$ cat src/rtl/sdma_pkg.sv
// Package: shared constants and the controller state type of the
// single-descriptor DMA engine. Assumes 32-bit descriptor words.
package sdma_pkg;
    localparam int DES_OWN_BIT   = 31;
    localparam int DES_FIRST_BIT = 3;
    localparam int DES_LAST_BIT  = 2;

    typedef enum logic [3:0] {
        S_IDLE,
        S_DESC0,
        S_DESC1,
        S_CHECK,
        S_TX_RD,
        S_TX_OUT,
        S_RX_IN,
        S_RX_WR,
        S_WBACK
    } sdma_state_e;
endpackage

$ cat src/rtl/sdma_unpack.sv
// Beat-to-byte serializer: loads one memory beat and a byte count, then
// emits that many bytes, lowest first, on a valid/ready stream.
// Assumes load only arrives while the previous beat has fully drained.
module sdma_unpack #(
    parameter  int BEAT_BYTES = 8,
    localparam int DATA_W     = 8 * BEAT_BYTES,
    localparam int CHUNK_W    = $clog2(BEAT_BYTES) + 1
) (
    input  logic               clk,
    input  logic               rst_n,
    input  logic               load,
    input  logic [DATA_W-1:0]  beat,
    input  logic [CHUNK_W-1:0] nbytes,
    output logic               tx_valid,
    output logic [7:0]         tx_data,
    input  logic               tx_ready,
    output logic               busy
);
    logic [DATA_W-1:0]  beat_q;
    logic [CHUNK_W-1:0] left_q;

    // Hold the beat and shift one byte out per accepted transfer.
    always_ff @(posedge clk) begin
        if (!rst_n) begin
            beat_q <= '0;
            left_q <= '0;
        end else if (load) begin
            beat_q <= beat;
            left_q <= nbytes;
        end else if (tx_valid && tx_ready) begin
            beat_q <= beat_q >> 8;
            left_q <= left_q - CHUNK_W'(1);
        end
    end

    assign tx_valid = (left_q != '0);
    assign tx_data  = beat_q[7:0];
    assign busy     = tx_valid;
endmodule

$ cat src/rtl/sdma_pack.sv
// Byte-to-beat packer: after start, collects nbytes bytes little-endian
// into one beat; untouched lanes stay zero. done holds until next start.
module sdma_pack #(
    parameter  int BEAT_BYTES = 8,
    localparam int DATA_W     = 8 * BEAT_BYTES,
    localparam int CHUNK_W    = $clog2(BEAT_BYTES) + 1
) (
    input  logic               clk,
    input  logic               rst_n,
    input  logic               start,
    input  logic [CHUNK_W-1:0] nbytes,
    input  logic               rx_valid,
    input  logic [7:0]         rx_data,
    output logic               rx_ready,
    output logic               done,
    output logic [DATA_W-1:0]  beat
);
    logic [CHUNK_W-1:0] cnt_q;
    logic [CHUNK_W-1:0] need_q;
    logic               done_q;
    logic               take;

    assign take     = rx_valid && rx_ready;
    assign rx_ready = !done_q;
    assign done     = done_q;

    // Track how many bytes of the current beat have arrived.
    always_ff @(posedge clk) begin
        if (!rst_n) begin
            cnt_q  <= '0;
            need_q <= '0;
            done_q <= 1'b1;
        end else if (start) begin
            cnt_q  <= '0;
            need_q <= nbytes;
            done_q <= (nbytes == '0);
        end else if (take) begin
            cnt_q <= cnt_q + CHUNK_W'(1);
            if (cnt_q + CHUNK_W'(1) == need_q) done_q <= 1'b1;
        end
    end

    for (genvar b = 0; b < BEAT_BYTES; b++) begin : g_lane
        logic [7:0] lane_q;
        // Capture the byte for this lane, clear the lane on a new beat.
        always_ff @(posedge clk) begin
            if (!rst_n || start) lane_q <= '0;
            else if (take && cnt_q == CHUNK_W'(b)) lane_q <= rx_data;
        end
        assign beat[8*b +: 8] = lane_q;
    end
endmodule

$ cat src/rtl/sdma_ctrl.sv
// Transfer sequencer: fetches the two-beat descriptor, checks ownership and
// first/last marks, walks the buffer beat by beat, writes the status word
// back with ownership cleared and pulses the matching event.
// Assumes an 8-byte beat and a memory that acks each held request once.
module sdma_ctrl
    import sdma_pkg::*;
#(
    parameter  int ADDR_W     = 32,
    parameter  int BEAT_BYTES = 8,
    parameter  int SIZE_W     = 12,
    localparam int DATA_W     = 8 * BEAT_BYTES,
    localparam int CHUNK_W    = $clog2(BEAT_BYTES) + 1
) (
    input  logic               clk,
    input  logic               rst_n,
    input  logic [ADDR_W-1:0]  base_addr,
    input  logic               start,
    input  logic               dir,
    input  logic [SIZE_W-1:0]  xfer_len,
    output logic               busy,
    output logic               mem_req,
    output logic               mem_we,
    output logic [ADDR_W-1:0]  mem_addr,
    output logic [DATA_W-1:0]  mem_wdata,
    input  logic               mem_ack,
    input  logic [DATA_W-1:0]  mem_rdata,
    output logic               unpack_load,
    output logic [CHUNK_W-1:0] chunk,
    input  logic               unpack_busy,
    output logic               pack_start,
    input  logic               pack_done,
    input  logic [DATA_W-1:0]  pack_beat,
    output logic               evt_tx_done,
    output logic               evt_rx_done,
    output logic               evt_no_desc
);
    localparam int BEAT_SH = $clog2(BEAT_BYTES);
    localparam int NBEAT_W = SIZE_W + 1 - BEAT_SH;

    sdma_state_e        state_q;
    logic               dir_q;
    logic [ADDR_W-1:0]  base_q;
    logic [ADDR_W-1:0]  buf_q;
    logic [31:0]        des0_q;
    logic [31:0]        des1_q;
    logic [SIZE_W-1:0]  left_q;
    logic [NBEAT_W-1:0] idx_q;
    logic [NBEAT_W-1:0] total_q;

    logic               desc_ok;
    logic [NBEAT_W-1:0] nbeats_c;
    logic [ADDR_W-1:0]  beat_addr;
    logic               last_beat;
    logic [31:0]        des0_wb;

    assign desc_ok   = des0_q[DES_OWN_BIT] && des0_q[DES_FIRST_BIT] && des0_q[DES_LAST_BIT];
    assign nbeats_c  = NBEAT_W'(({1'b0, des1_q[SIZE_W-1:0]} + (SIZE_W+1)'(BEAT_BYTES - 1)) >> BEAT_SH);
    assign beat_addr = buf_q + (ADDR_W'(idx_q) << BEAT_SH);
    assign last_beat = (idx_q + NBEAT_W'(1)) == total_q;
    assign chunk     = (left_q >= SIZE_W'(BEAT_BYTES)) ? CHUNK_W'(BEAT_BYTES) : CHUNK_W'(left_q);
    assign des0_wb   = des0_q & ~(32'h1 << DES_OWN_BIT);
    assign busy      = (state_q != S_IDLE);

    // Drive the memory request and the serializer/packer strobes per state.
    always_comb begin
        mem_req     = 1'b0;
        mem_we      = 1'b0;
        mem_addr    = '0;
        mem_wdata   = '0;
        unpack_load = 1'b0;
        pack_start  = 1'b0;
        case (state_q)
            S_DESC0: begin
                mem_req  = 1'b1;
                mem_addr = base_q;
            end
            S_DESC1: begin
                mem_req  = 1'b1;
                mem_addr = base_q + ADDR_W'(BEAT_BYTES);
            end
            S_CHECK: pack_start = desc_ok && dir_q && (nbeats_c != '0);
            S_TX_RD: begin
                mem_req     = 1'b1;
                mem_addr    = beat_addr;
                unpack_load = mem_ack;
            end
            S_RX_WR: begin
                mem_req    = 1'b1;
                mem_we     = 1'b1;
                mem_addr   = beat_addr;
                mem_wdata  = pack_beat;
                pack_start = mem_ack && !last_beat;
            end
            S_WBACK: begin
                mem_req   = 1'b1;
                mem_we    = 1'b1;
                mem_addr  = base_q;
                mem_wdata = DATA_W'({des1_q, des0_wb});
            end
            default: ;
        endcase
    end

    // Advance the transfer sequence and register the event pulses.
    always_ff @(posedge clk) begin
        if (!rst_n) begin
            state_q     <= S_IDLE;
            dir_q       <= 1'b0;
            base_q      <= '0;
            buf_q       <= '0;
            des0_q      <= '0;
            des1_q      <= '0;
            left_q      <= '0;
            idx_q       <= '0;
            total_q     <= '0;
            evt_tx_done <= 1'b0;
            evt_rx_done <= 1'b0;
            evt_no_desc <= 1'b0;
        end else begin
            evt_tx_done <= 1'b0;
            evt_rx_done <= 1'b0;
            evt_no_desc <= 1'b0;
            if (unpack_load || pack_start) left_q <= left_q - SIZE_W'(chunk);
            case (state_q)
                S_IDLE: if (start) begin
                    dir_q   <= dir;
                    base_q  <= base_addr;
                    left_q  <= xfer_len;
                    state_q <= S_DESC0;
                end
                S_DESC0: if (mem_ack) begin
                    des0_q  <= mem_rdata[31:0];
                    des1_q  <= mem_rdata[32 +: 32];
                    state_q <= S_DESC1;
                end
                S_DESC1: if (mem_ack) begin
                    buf_q   <= mem_rdata[ADDR_W-1:0];
                    state_q <= S_CHECK;
                end
                S_CHECK: begin
                    if (!desc_ok) begin
                        evt_no_desc <= 1'b1;
                        state_q     <= S_IDLE;
                    end else begin
                        total_q <= nbeats_c;
                        idx_q   <= '0;
                        if (nbeats_c == '0) state_q <= S_WBACK;
                        else if (dir_q)     state_q <= S_RX_IN;
                        else                state_q <= S_TX_RD;
                    end
                end
                S_TX_RD: if (mem_ack) state_q <= S_TX_OUT;
                S_TX_OUT: if (!unpack_busy) begin
                    idx_q   <= idx_q + NBEAT_W'(1);
                    state_q <= last_beat ? S_WBACK : S_TX_RD;
                end
                S_RX_IN: if (pack_done) state_q <= S_RX_WR;
                S_RX_WR: if (mem_ack) begin
                    idx_q   <= idx_q + NBEAT_W'(1);
                    state_q <= last_beat ? S_WBACK : S_RX_IN;
                end
                S_WBACK: if (mem_ack) begin
                    evt_tx_done <= !dir_q;
                    evt_rx_done <= dir_q;
                    state_q     <= S_IDLE;
                end
                default: state_q <= S_IDLE;
            endcase
        end
    end
endmodule

$ cat src/rtl/sdma_engine.sv
// Top of the single-descriptor DMA engine: holds the descriptor base
// register and joins the sequencer, the transmit serializer and the
// receive packer. Assumes beat-aligned descriptors and buffers.
module sdma_engine #(
    parameter int          ADDR_W     = 32,
    parameter int          BEAT_BYTES = 8,
    parameter int          SIZE_W     = 12,
    parameter int          REG_AW     = 8,
    parameter logic [7:0]  BASE_OFS   = 8'h18
) (
    input  logic                      clk,
    input  logic                      rst_n,
    input  logic                      reg_wr,
    input  logic [REG_AW-1:0]         reg_addr,
    input  logic [ADDR_W-1:0]         reg_wdata,
    input  logic                      start,
    input  logic                      dir,
    input  logic [SIZE_W-1:0]         xfer_len,
    output logic                      busy,
    output logic                      mem_req,
    output logic                      mem_we,
    output logic [ADDR_W-1:0]         mem_addr,
    output logic [8*BEAT_BYTES-1:0]   mem_wdata,
    input  logic                      mem_ack,
    input  logic [8*BEAT_BYTES-1:0]   mem_rdata,
    output logic                      tx_valid,
    output logic [7:0]                tx_data,
    input  logic                      tx_ready,
    input  logic                      rx_valid,
    input  logic [7:0]                rx_data,
    output logic                      rx_ready,
    output logic                      evt_tx_done,
    output logic                      evt_rx_done,
    output logic                      evt_no_desc
);
    localparam int DATA_W  = 8 * BEAT_BYTES;
    localparam int BEAT_SH = $clog2(BEAT_BYTES);
    localparam int CHUNK_W = BEAT_SH + 1;

    logic [ADDR_W-1:0]  base_q;
    logic               unpack_load;
    logic               unpack_busy;
    logic [CHUNK_W-1:0] chunk;
    logic               pack_start;
    logic               pack_done;
    logic [DATA_W-1:0]  pack_beat;
    logic               unused_low;

    assign unused_low = ^reg_wdata[BEAT_SH-1:0];

    // Load the descriptor base on a write to its offset, beat aligned.
    always_ff @(posedge clk) begin
        if (!rst_n) base_q <= '0;
        else if (reg_wr && reg_addr == REG_AW'(BASE_OFS))
            base_q <= {reg_wdata[ADDR_W-1:BEAT_SH], {BEAT_SH{1'b0}}};
    end

    sdma_ctrl #(.ADDR_W(ADDR_W), .BEAT_BYTES(BEAT_BYTES), .SIZE_W(SIZE_W)) u_ctrl (
        .clk(clk), .rst_n(rst_n), .base_addr(base_q), .start(start), .dir(dir),
        .xfer_len(xfer_len), .busy(busy), .mem_req(mem_req), .mem_we(mem_we),
        .mem_addr(mem_addr), .mem_wdata(mem_wdata), .mem_ack(mem_ack),
        .mem_rdata(mem_rdata), .unpack_load(unpack_load), .chunk(chunk),
        .unpack_busy(unpack_busy), .pack_start(pack_start), .pack_done(pack_done),
        .pack_beat(pack_beat), .evt_tx_done(evt_tx_done),
        .evt_rx_done(evt_rx_done), .evt_no_desc(evt_no_desc)
    );

    sdma_unpack #(.BEAT_BYTES(BEAT_BYTES)) u_unpack (
        .clk(clk), .rst_n(rst_n), .load(unpack_load), .beat(mem_rdata),
        .nbytes(chunk), .tx_valid(tx_valid), .tx_data(tx_data),
        .tx_ready(tx_ready), .busy(unpack_busy)
    );

    sdma_pack #(.BEAT_BYTES(BEAT_BYTES)) u_pack (
        .clk(clk), .rst_n(rst_n), .start(pack_start), .nbytes(chunk),
        .rx_valid(rx_valid), .rx_data(rx_data), .rx_ready(rx_ready),
        .done(pack_done), .beat(pack_beat)
    );
endmodule

$ cat config.mk
export PLATFORM = sky130hd
export DESIGN_NAME = sdma_engine
export DESIGN_NICKNAME = d
export VERILOG_FILES = /design/src/rtl/sdma_pkg.sv /design/src/rtl/sdma_unpack.sv /design/src/rtl/sdma_pack.sv /design/src/rtl/sdma_ctrl.sv /design/src/rtl/sdma_engine.sv
export SDC_FILE = /design/constraint.sdc
export NUM_CORES = 1
export LEC_CHECK = 0
export BUFFER_PORTS_ARGS = -buffer_cell sky130_fd_sc_hd__clkbuf_2
export CELL_PAD_IN_SITES_DETAIL_PLACEMENT = 1
export CELL_PAD_IN_SITES_GLOBAL_PLACEMENT = 2
export CORE_MARGIN = 2
export CORE_UTILIZATION = 36
export DETAILED_ROUTE_END_ITERATION = 16
export PLACE_DENSITY_LB_ADDON = 0.1
export SLEW_MARGIN = 20
export SYNTH_ARGS = -nofsm -noshare
export SYNTH_HDL_FRONTEND = slang
export SYNTH_SLANG_ARGS = --single-unit
$ cat constraint.sdc
create_clock -name clk -period 7.05 [get_ports clk]
set_input_delay 1.0575 -clock clk [delete_from_list [all_inputs] [get_ports clk]]
set_output_delay 1.0575 -clock clk [all_outputs]
set_load 0.01 [all_outputs]
==> results.yml, run 1 <==
setup_path:
  crit_arrival_ns: 3.98
  worst_r2r_path_depth: 8
  reg2reg_from: "u_ctrl.state_q[2]"
  slowest_stage: "dfxtp_1"
  crit_family: "compound AO/OA/AOI/OAI gates"
  critical_path_class: "reg -> out"
  path_max_fanout: 10
  cp.depth: 12
  critPathBufInv: 2
  crit_top_cell: "o21ai_0"
  worstPathRequired_ns: 5.99
  startpoint: "u_ctrl.idx_q[0]"
  endpoint_kind: "output port"
  cp-start-kind: "flip-flop"
  slowest_delay_ns: 0.49
  crit_chain: "ha_1 > inv_1 > fa_1 > nor2b_1 > o21ai_0 > a21boi_0 > o21a_1 > o2111ai_1 > a211oi_1 > xnor2_1 > o21ai_0 > clkbuf_2"
detailed_routing:
  vias: 15300
  drc: 0
  wl_per_cell_um: 20.6
  totalWireLength_um: 57700
  viasPerCell: 5.45
  first_iter_violations: 885
  ant_nets: 0
  first_pass_iters: 5
power:
  ir_drop_uv: 139
  power_per_cell_area_nw_per_um2: 281
  p_leak_uw: 0.00702
timing:
  rsz0062_at_grt: "no"
  fmax_mhz: 199
  hold_viol_final: 0
  tightest_slew_ns: 0.961
  fin_crit_sh_pct: 71.4
  finalWorstSetupSlack_ns: 2.02
  fin_tns_setup_ns: 0
  period_needed_ns: 5.03
  skew_ns: 0.0197
  finalSetupViolCount: 0
  maxSlewHeadroom_pct: 35.4
  drv_slew: 0
global_route:
  gr-total-overflow: 0
  antenna_found_initial: 1
  grt.total_usage_pct: 25.0
  grt_pass1_vias: 15187
  grt_pass1_wl_um: 88200
  grt_max_degree: 202
logic_synthesis:
  synth_area_um2: 15800
  synthCells: 2055
  synth-edff-count: 0
  synth_area_per_cell_um2: 7.70
  synthAdderAreaFrac_pct: 1.55
  synthXorXnorAreaFrac_pct: 3.43
  yosys.area_share.simple_pct: 24.4
  synth_nets: 2206
  synth_seq_cells: 335
  synth-compound-area-share_pct: 21.0
  synth_top_family_by_area: "simple AND/OR/NAND/NOR gates"
  synth_mux_area_share_pct: 2.40
  synthDistinctLibCells: 69
  async_flop_share_pct: 0
  synth-warning-count: 0
  yosysSeqAreaShare_pct: 42.4
  synth_top_flop_cell: "dfxtp_1"
cts:
  ctsResizeCount: 0
  cts_setup_buffers: 0
  clock-root-buffer: "clkbuf_16"
  cts_made_buffers: 40
  cts_num_sinks: 335
  cts_tree: "yes"
  ctsHtreeMaxLevel: 2
  clk_latency_ns: 0.57
  hold_buffers: 0
  clk_path_buf_depth: 3
  path_clk_slew_ns: 0.06
die:
  fp.dieW_um: 214
  start_util_pct: 36.6
  die-area_um2: 45700
  core_um2: 43300
  io-pin-count: 244
  dieHeight_um: 214
  rows: 76
placed_design:
  dp_hpwl_um: 40900
  post-place-ws_ns: 2.64
  io_buffers: 240
  place.gp.congestion: 0.831
worst_hold_path:
  min_path_cells: 2
  hold_path_startpoint: "base_q[22]"
  hold_class: "reg -> reg"
layout:
  drive_above_1_share_pct: 15.5
  area_growth_pct: 17.6
  final_nets: 2341
  filler_cell_count: 5335
outcome:
  status: "finished clean"
flow_run:
  cap_viol_max_count: 0
worst min-delay path, stage by stage, from the launching register on:
cell	delay (ns)
dfxtp_1	0.31
nand2_1	0.05
a21oi_1	0.05
cell usage after synthesis, types with 27 or more instances:
master,n,area share [%]
a21oi_1,230,7.3
a22o_1,63,3.5
a311oi_1,56,3.1
clkbuf_1,135,3.2
dfxtp_1,335,42
mux2i_1,38,2.4
nand2_1,503,12
nand3_1,94,3.0
nor2_1,162,3.8
nor3_1,28,0.89
o21ai_0,75,2.4
xnor2_1,35,1.9
xor2_1,27,1.5
layout make-up:
| class | count | area (um2) | share of cell area (%) |
|---|---|---|---|
| multi-input cells | 1533 | 8400 | 45.1 |
| flip-flops and latches | 335 | 6710 | 36.0 |
| repair buffers | 259 | 1360 | 7.29 |
| clock buffers | 62 | 1200 | 6.43 |
| well taps | 585 | 732 | 3.93 |
| clock inverters | 9 | 138 | 0.739 |
| inverters | 21 | 83.8 | 0.450 |
| diodes | 1 | 2.50 | 0.0134 |
path summary, 6_finish.rpt:
kind | endpoint | slack [ns]
worst max-delay path | mem_addr[31] | 2.02
worst min-delay path | u_ctrl.base_q[22] | 0.45
worst max register to register | u_pack.g_lane[1].lane_q[4] | 3.63
worst min register to register | u_ctrl.base_q[22] | 0.45
per-stage QoR:
stage / total power, uW / cell area, um2 / utilization, % / hold WS, ns / cells
final: 5220 / 18600 / 43.0 / 0.452 / 2805
after global routing: 5480 / 18600 / 43.0 / 0.471 / 2805
after CTS: 5280 / 18600 / 43.0 / 0.453 / 2804
after detailed placement: 3150 / 17300 / 39.9 / 0.447 / 2733
after global placement: 3120 / 17300 / 39.9 / 0.440 / 2733
after floorplan: 2790 / 15800 / - / 0.426 / 2055
placed cells by master (no fill, tap or decap), drive strengths merged, types with 11 or more instances in the layout:
cell type,instances
xor2,27
clkbuf,302
and3,22
nand3,96
a31oi,11
a21oi,230
buf,19
nor2,164
dfxtp,335
ha,18
nor3,29
nand2,503
a22oi,19
nor4,11
mux2i,38
a311oi,57
a211oi,17
xnor2,35
o21ai,75
a22o,63
nand4,11
inv,22
and2,13
where the power goes:
part / internal (uW) / leakage [uW] / switching, uW
Combinational: 272 / 0.00366 / 710
Sequential: 2000 / 0.00271 / 125
Clock: 1280 / 0.000649 / 840
cells by family after synthesis:
family	count (synthesis)
xor+xnor	62
compound gates	517
other cells	1
simple gates	896
flops	335
fa+ha+maj	19
buf+inv	187
mux	38
metal layers:
layer	part of all wire, %	track usage (%)
met5	0	0
met4	1.8	5.99
met3	4.4	3.69
met2	47	41.2
met1	47	34.6
sequential cells by signal, indices dropped and copies added, names as in the netlist, 10 cells and up:
name and count:
base_q 29, u_unpack.beat_q 64, u_ctrl.base_q 29, u_ctrl.left_q 12, u_ctrl.des1_q 32, u_ctrl.total_q 10, u_ctrl.buf_q 32, u_ctrl.des0_q 32
u_ctrl.idx_q 10, u_pack.g_lane.lane_q 64
No activity file was read; power rests on OpenSTA's default activity.
==> run 2, diff against run 1 <==
- CORE_UTILIZATION: 36 -> 30
- clock period: 7.05 -> 4.55 ns (I/O delays scaled with it)
==> results.yml, run 2 (synthesized netlist as in run 1, its figures left out) <==
die:
  rows: 84
  fp.dieW_um: 234
  die-area_um2: 54600
  io-pin-count: 244
  dieHeight_um: 234
  core_um2: 52300
  start_util_pct: 30.2
placed_design:
  io_buffers: 240
  place.gp.congestion: 0.850
  dp_hpwl_um: 43900
timing:
  hold_viol_final: 0
  rsz0062_at_grt: "no"
  fmax_mhz: 237
  tightest_slew_ns: 0.985
  fin_tns_setup_ns: 0
  fin_crit_sh_pct: 92.8
  drv_slew: 0
  period_needed_ns: 4.22
  maxSlewHeadroom_pct: 34.3
  finalSetupViolCount: 0
  fin_hold_ws_ns: 0.367
  skew_ns: 0.0248
power:
  combPwrFrac_pct: 19.0
  clockPowerShare_pct: 40.8
  pwr-share-seq_pct: 40.2
  finalPower_uw: 8190
  switchingPower_uw: 2650
  internal-power_uw: 5540
  ir_drop_uv: 218
  swShare_pct: 32.4
  p_leak_uw: 0.00710
  power_per_cell_area_nw_per_um2: 434
global_route:
  top_usage_layer: "met2"
  antenna_found_initial: 1
  gr-total-overflow: 0
  grt_use_met3_pct: 2.97
  grt_max_degree: 107
  grt_pass1_vias: 15333
  met1_usage_pct: 30.0
  use_met2_pct: 37.4
  grt_pass1_wl_um: 92900
  grt.total_usage_pct: 22.1
setup_path:
  worstPathRequired_ns: 3.87
  crit_arrival_ns: 3.54
  endpoint_kind: "output port"
  critical_path_class: "reg -> out"
  slowest_delay_ns: 0.41
  crit_top_cell: "o21ai_0"
  slowest_stage: "dfxtp_2"
  worst_r2r_path_depth: 9
  regToRegSetupSlack_ns: 1.30
  path_max_fanout: 10
  crit_chain: "ha_1 > inv_1 > fa_1 > nor2b_1 > o21ai_0 > a21boi_0 > o21a_1 > o2111ai_4 > a211oi_1 > xnor2_1 > o21ai_0 > clkbuf_2"
  cp-start-kind: "flip-flop"
worst_hold_path:
  min_path_cells: 3
  hold_class: "in -> reg"
detailed_routing:
  viasPerCell: 5.24
  wl_per_cell_um: 21.0
  first_iter_violations: 740
  drc: 0
  totalWireLength_um: 61400
  first_pass_iters: 5
  vias: 15310
  ant_nets: 0
cts:
  cts_tree: "yes"
  cts_num_sinks: 335
  cts_setup_buffers: 0
  clock-root-buffer: "clkbuf_16"
  hold_buffers: 0
  cts_made_buffers: 42
  path_clk_slew_ns: 0.06
  clk_path_buf_depth: 3
  clk_latency_ns: 0.57
  ctsHtreeMaxLevel: 2
layout:
  final_util_pct: 36.1
  area_growth_pct: 19.2
  drive_above_1_share_pct: 16.3
  reg.largest.list: "u_pack.g_lane.lane_q x64, u_unpack.beat_q x64"
  final_nets: 2349
  mostFrequentLayoutCells: "501 x nand2_1, 334 x dfxtp_1, 240 x clkbuf_2, 230 x a21oi_1, 161 x nor2_1"
  filler_cell_count: 6342
  layout_commonest_cell: "nand2_1"
flow_run:
  cap_viol_max_count: 0
outcome:
  status: "finished clean"
run 2: changes by cell type in the layout (fill, tap and decap cells not counted), moves of 2 or more:
| cell | previous run | this run |
|---|---|---|
| clkbuf_1 | 13 | 7 |
| clkinv_2 | 3 | 9 |
| clkbuf_8 | 7 | 14 |
| bufinv_16 | 3 | 1 |
| buf_4 | 18 | 24 |
run 2: metrics by stage:
stage,std cells,instance area (um2),setup WS [ns]
final,2919,18900,0.329
after global routing,2919,18900,0.0562
after CTS,2918,18800,0.146
after detailed placement,2842,17500,0.586
after global placement,2842,17500,0.673
after floorplan,2055,15800,1.26
run 2: final timing paths:
path                   startpoint                 to
setup / recovery  u_ctrl.idx_q[0]       mem_addr[31]
hold / removal      reg_wdata[13]         base_q[13]
setup reg to reg  u_ctrl.idx_q[1]   u_ctrl.left_q[9]
hold reg to reg        base_q[29]  u_ctrl.base_q[29]
run 2: routing by layer:
metal,share of wire (%),routed length (um)
met1,48,29200
met2,48,29300
met3,3.2,1940
met5,0,0
met4,1.5,947
run 2: cell type report:
type                    instances  area, um2  share of cell area [%]
well taps                     688        861                    4.56
flip-flops and latches        335       6710                    35.5
repair buffers                265       1400                    7.42
clock buffers                  64       1290                    6.86
diodes                          1       2.50                  0.0133
inverters                      21       83.8                   0.444
clock inverters                12       92.6                   0.491
multi-input cells            1533       8430                    44.7
run 2: critical path: cells and delay by family, from the launching register on:
kind / cells / cell delay, ns
compound gates: 6 / 1.49
fa+ha+maj: 2 / 0.60
flops: 1 / 0.41
buf+inv: 2 / 0.26
simple gates: 1 / 0.13
xor+xnor: 1 / 0.09
run 2: repair_timing:
item,4_1_cts,5_1_grt
cloned,0,0
gates resized for setup,1,2
endpoints found under the setup margin,2,7
run 2: power by group through the flow:
stage / clock network (uW) / logic, uW / registers, uW
after floorplan: 0 / 1070 / 3240
after global placement: 0 / 1550 / 3340
after detailed placement: 0 / 1570 / 3350
after CTS: 3440 / 1580 / 3290
after global routing: 3580 / 1750 / 3320
final: 3340 / 1550 / 3290
==> run 3, diff against run 2 <==
- RECOVER_POWER: not set -> 25
==> results.yml, run 3 (synthesized netlist as in run 1, its figures left out) <==
power:
  ir_drop_uv: 218
  combPwrFrac_pct: 18.9
  switchingPower_uw: 2650
  p_leak_uw: 0.00705
  pwr-share-seq_pct: 40.2
  swShare_pct: 32.4
  finalPower_uw: 8180
  clockPowerShare_pct: 40.8
  power_per_cell_area_nw_per_um2: 435
  internal-power_uw: 5530
cts:
  path_clk_slew_ns: 0.06
  cts_num_sinks: 335
  clk_latency_ns: 0.57
  hold_buffers: 0
  cts_setup_buffers: 0
  cts_tree: "yes"
  clk_path_buf_depth: 3
  ctsHtreeMaxLevel: 2
  cts_made_buffers: 42
  clock-root-buffer: "clkbuf_16"
timing:
  fmax_mhz: 237
  finalSetupViolCount: 0
  fin_crit_sh_pct: 92.7
  hold_viol_final: 0
  maxSlewHeadroom_pct: -97.9
  drv_slew: 91
  period_needed_ns: 4.22
  rsz0062_at_grt: "no"
  fin_tns_setup_ns: 0
  tightest_slew_ns: 2.97
  skew_ns: 0.0249
layout:
  area_growth_pct: 19.0
  reg.largest.list: "u_pack.g_lane.lane_q x64, u_unpack.beat_q x64"
  final_nets: 2349
  filler_cell_count: 6355
  drive_above_1_share_pct: 15.6
  mostFrequentLayoutCells: "501 x nand2_1, 334 x dfxtp_1, 230 x a21oi_1, 228 x clkbuf_2, 162 x nor2_1"
  layout_commonest_cell: "nand2_1"
setup_path:
  path_max_fanout: 10
  worstPathRequired_ns: 3.87
  critPathBufInv: 2
  endpoint_kind: "output port"
  crit_family: "compound AO/OA/AOI/OAI gates"
  slowest_delay_ns: 0.41
  cp-start-kind: "flip-flop"
  crit_chain: "ha_1 > inv_1 > fa_1 > nor2b_1 > o21ai_0 > a21boi_0 > o21a_1 > o2111ai_4 > a211oi_1 > xnor2_1 > o21ai_0 > clkbuf_2"
  crit_top_cell: "o21ai_0"
  critical_path_class: "reg -> out"
  crit_arrival_ns: 3.54
  slowest_stage: "dfxtp_2"
worst_hold_path:
  hold_class: "in -> reg"
die:
  dieHeight_um: 234
  fp.dieW_um: 234
  die-area_um2: 54600
  io-pin-count: 244
  core_um2: 52300
  rows: 84
  start_util_pct: 30.2
detailed_routing:
  ant_nets: 0
  first_pass_iters: 5
  first_iter_violations: 783
  totalWireLength_um: 61500
  viasPerCell: 5.24
  wl_per_cell_um: 21.1
  vias: 15282
  drc: 0
outcome:
  status: "finished, violations left"
  violations: "max-capacitance violations, max-slew violations"
placed_design:
  dp_hpwl_um: 43900
  place.gp.congestion: 0.850
  io_buffers: 240
global_route:
  grt_max_degree: 107
  antenna_found_initial: 1
  gr-total-overflow: 0
  grt_pass1_vias: 15333
  grt_pass1_wl_um: 92900
  grt.total_usage_pct: 22.1
flow_run:
  cap_viol_max_count: 1
[run 3: worst paths after layout]
kind / cells past startpoint / from / slack [ns] / endpoint
worst min register to register: 2 / base_q[29] / 0.45 / u_ctrl.base_q[29]
worst max register to register: 8 / u_ctrl.state_q[2] / 0.95 / u_pack.g_lane[1].lane_q[2]
worst min-delay path: 3 / reg_wdata[13] / 0.37 / base_q[13]
worst max-delay path: 12 / u_ctrl.idx_q[0] / 0.33 / mem_addr[31]
[run 3: per-stage QoR]
step | setup WS [ns] | std cells | area [um2] | utilization (%) | hold WS [ns]
5_1_grt | 0.0562 | 2919 | 18800 | 36.0 | 0.337
3_5_place_dp | 0.586 | 2842 | 17500 | 33.4 | 0.445
2_1_floorplan | 1.26 | 2055 | 15800 | - | 0.426
3_3_place_gp | 0.673 | 2842 | 17500 | 33.4 | 0.441
4_1_cts | 0.146 | 2918 | 18800 | 36.0 | 0.335
6_report | 0.330 | 2919 | 18800 | 36.0 | 0.368
[run 3: cell type report]
class	count	area, um2	area share (%)
Timing Repair Buffer	265	1370	7.28
Antenna cell	1	2.50	0.0133
Clock inverter	12	92.6	0.492
Clock buffer	64	1290	6.88
Tap cell	688	861	4.57
Inverter	21	78.8	0.419
Sequential cell	335	6710	35.6
Multi-Input combinational cell	1533	8420	44.7
[run 3: power groups by stage]
stage / combinational [uW] / clock (uW) / sequential [uW]
floorplan: 1070 / 0 / 3240
global placement: 1550 / 0 / 3340
detailed placement: 1570 / 0 / 3350
CTS: 1580 / 3440 / 3290
global route: 1740 / 3580 / 3320
finish: 1550 / 3340 / 3290
[run 3: worst register-to-register path, cell delays in order, from the launching register on]
cell     delay [ns]
dfxtp_1        0.50
nor2_2         0.44
nand3_1        0.20
nor2_1         0.90
and2_1         0.31
nand2_1        0.20
nand3_2        0.12
buf_4          0.61
a21oi_1        0.17
[run 3: per-layer routing]
layer  vias to the layer above  routed length (um)  share of wire (%)  track usage [%]
met4                         0                 944                1.5             4.49
met1                      7521               29000                 47             30.0
met5                         -                   0                  0                0
met3                        59                2140                3.5             2.97
met2                       254               29400                 48             37.4
li1                       7448                   -                  -                -
[run 3: timing repair]
item / 4_1_cts / 5_1_grt
endpoints found under the hold margin: 0 / 0
pin swaps: 0 / 0
gates resized for setup: 1 / 2
endpoints found under the setup margin: 2 / 7
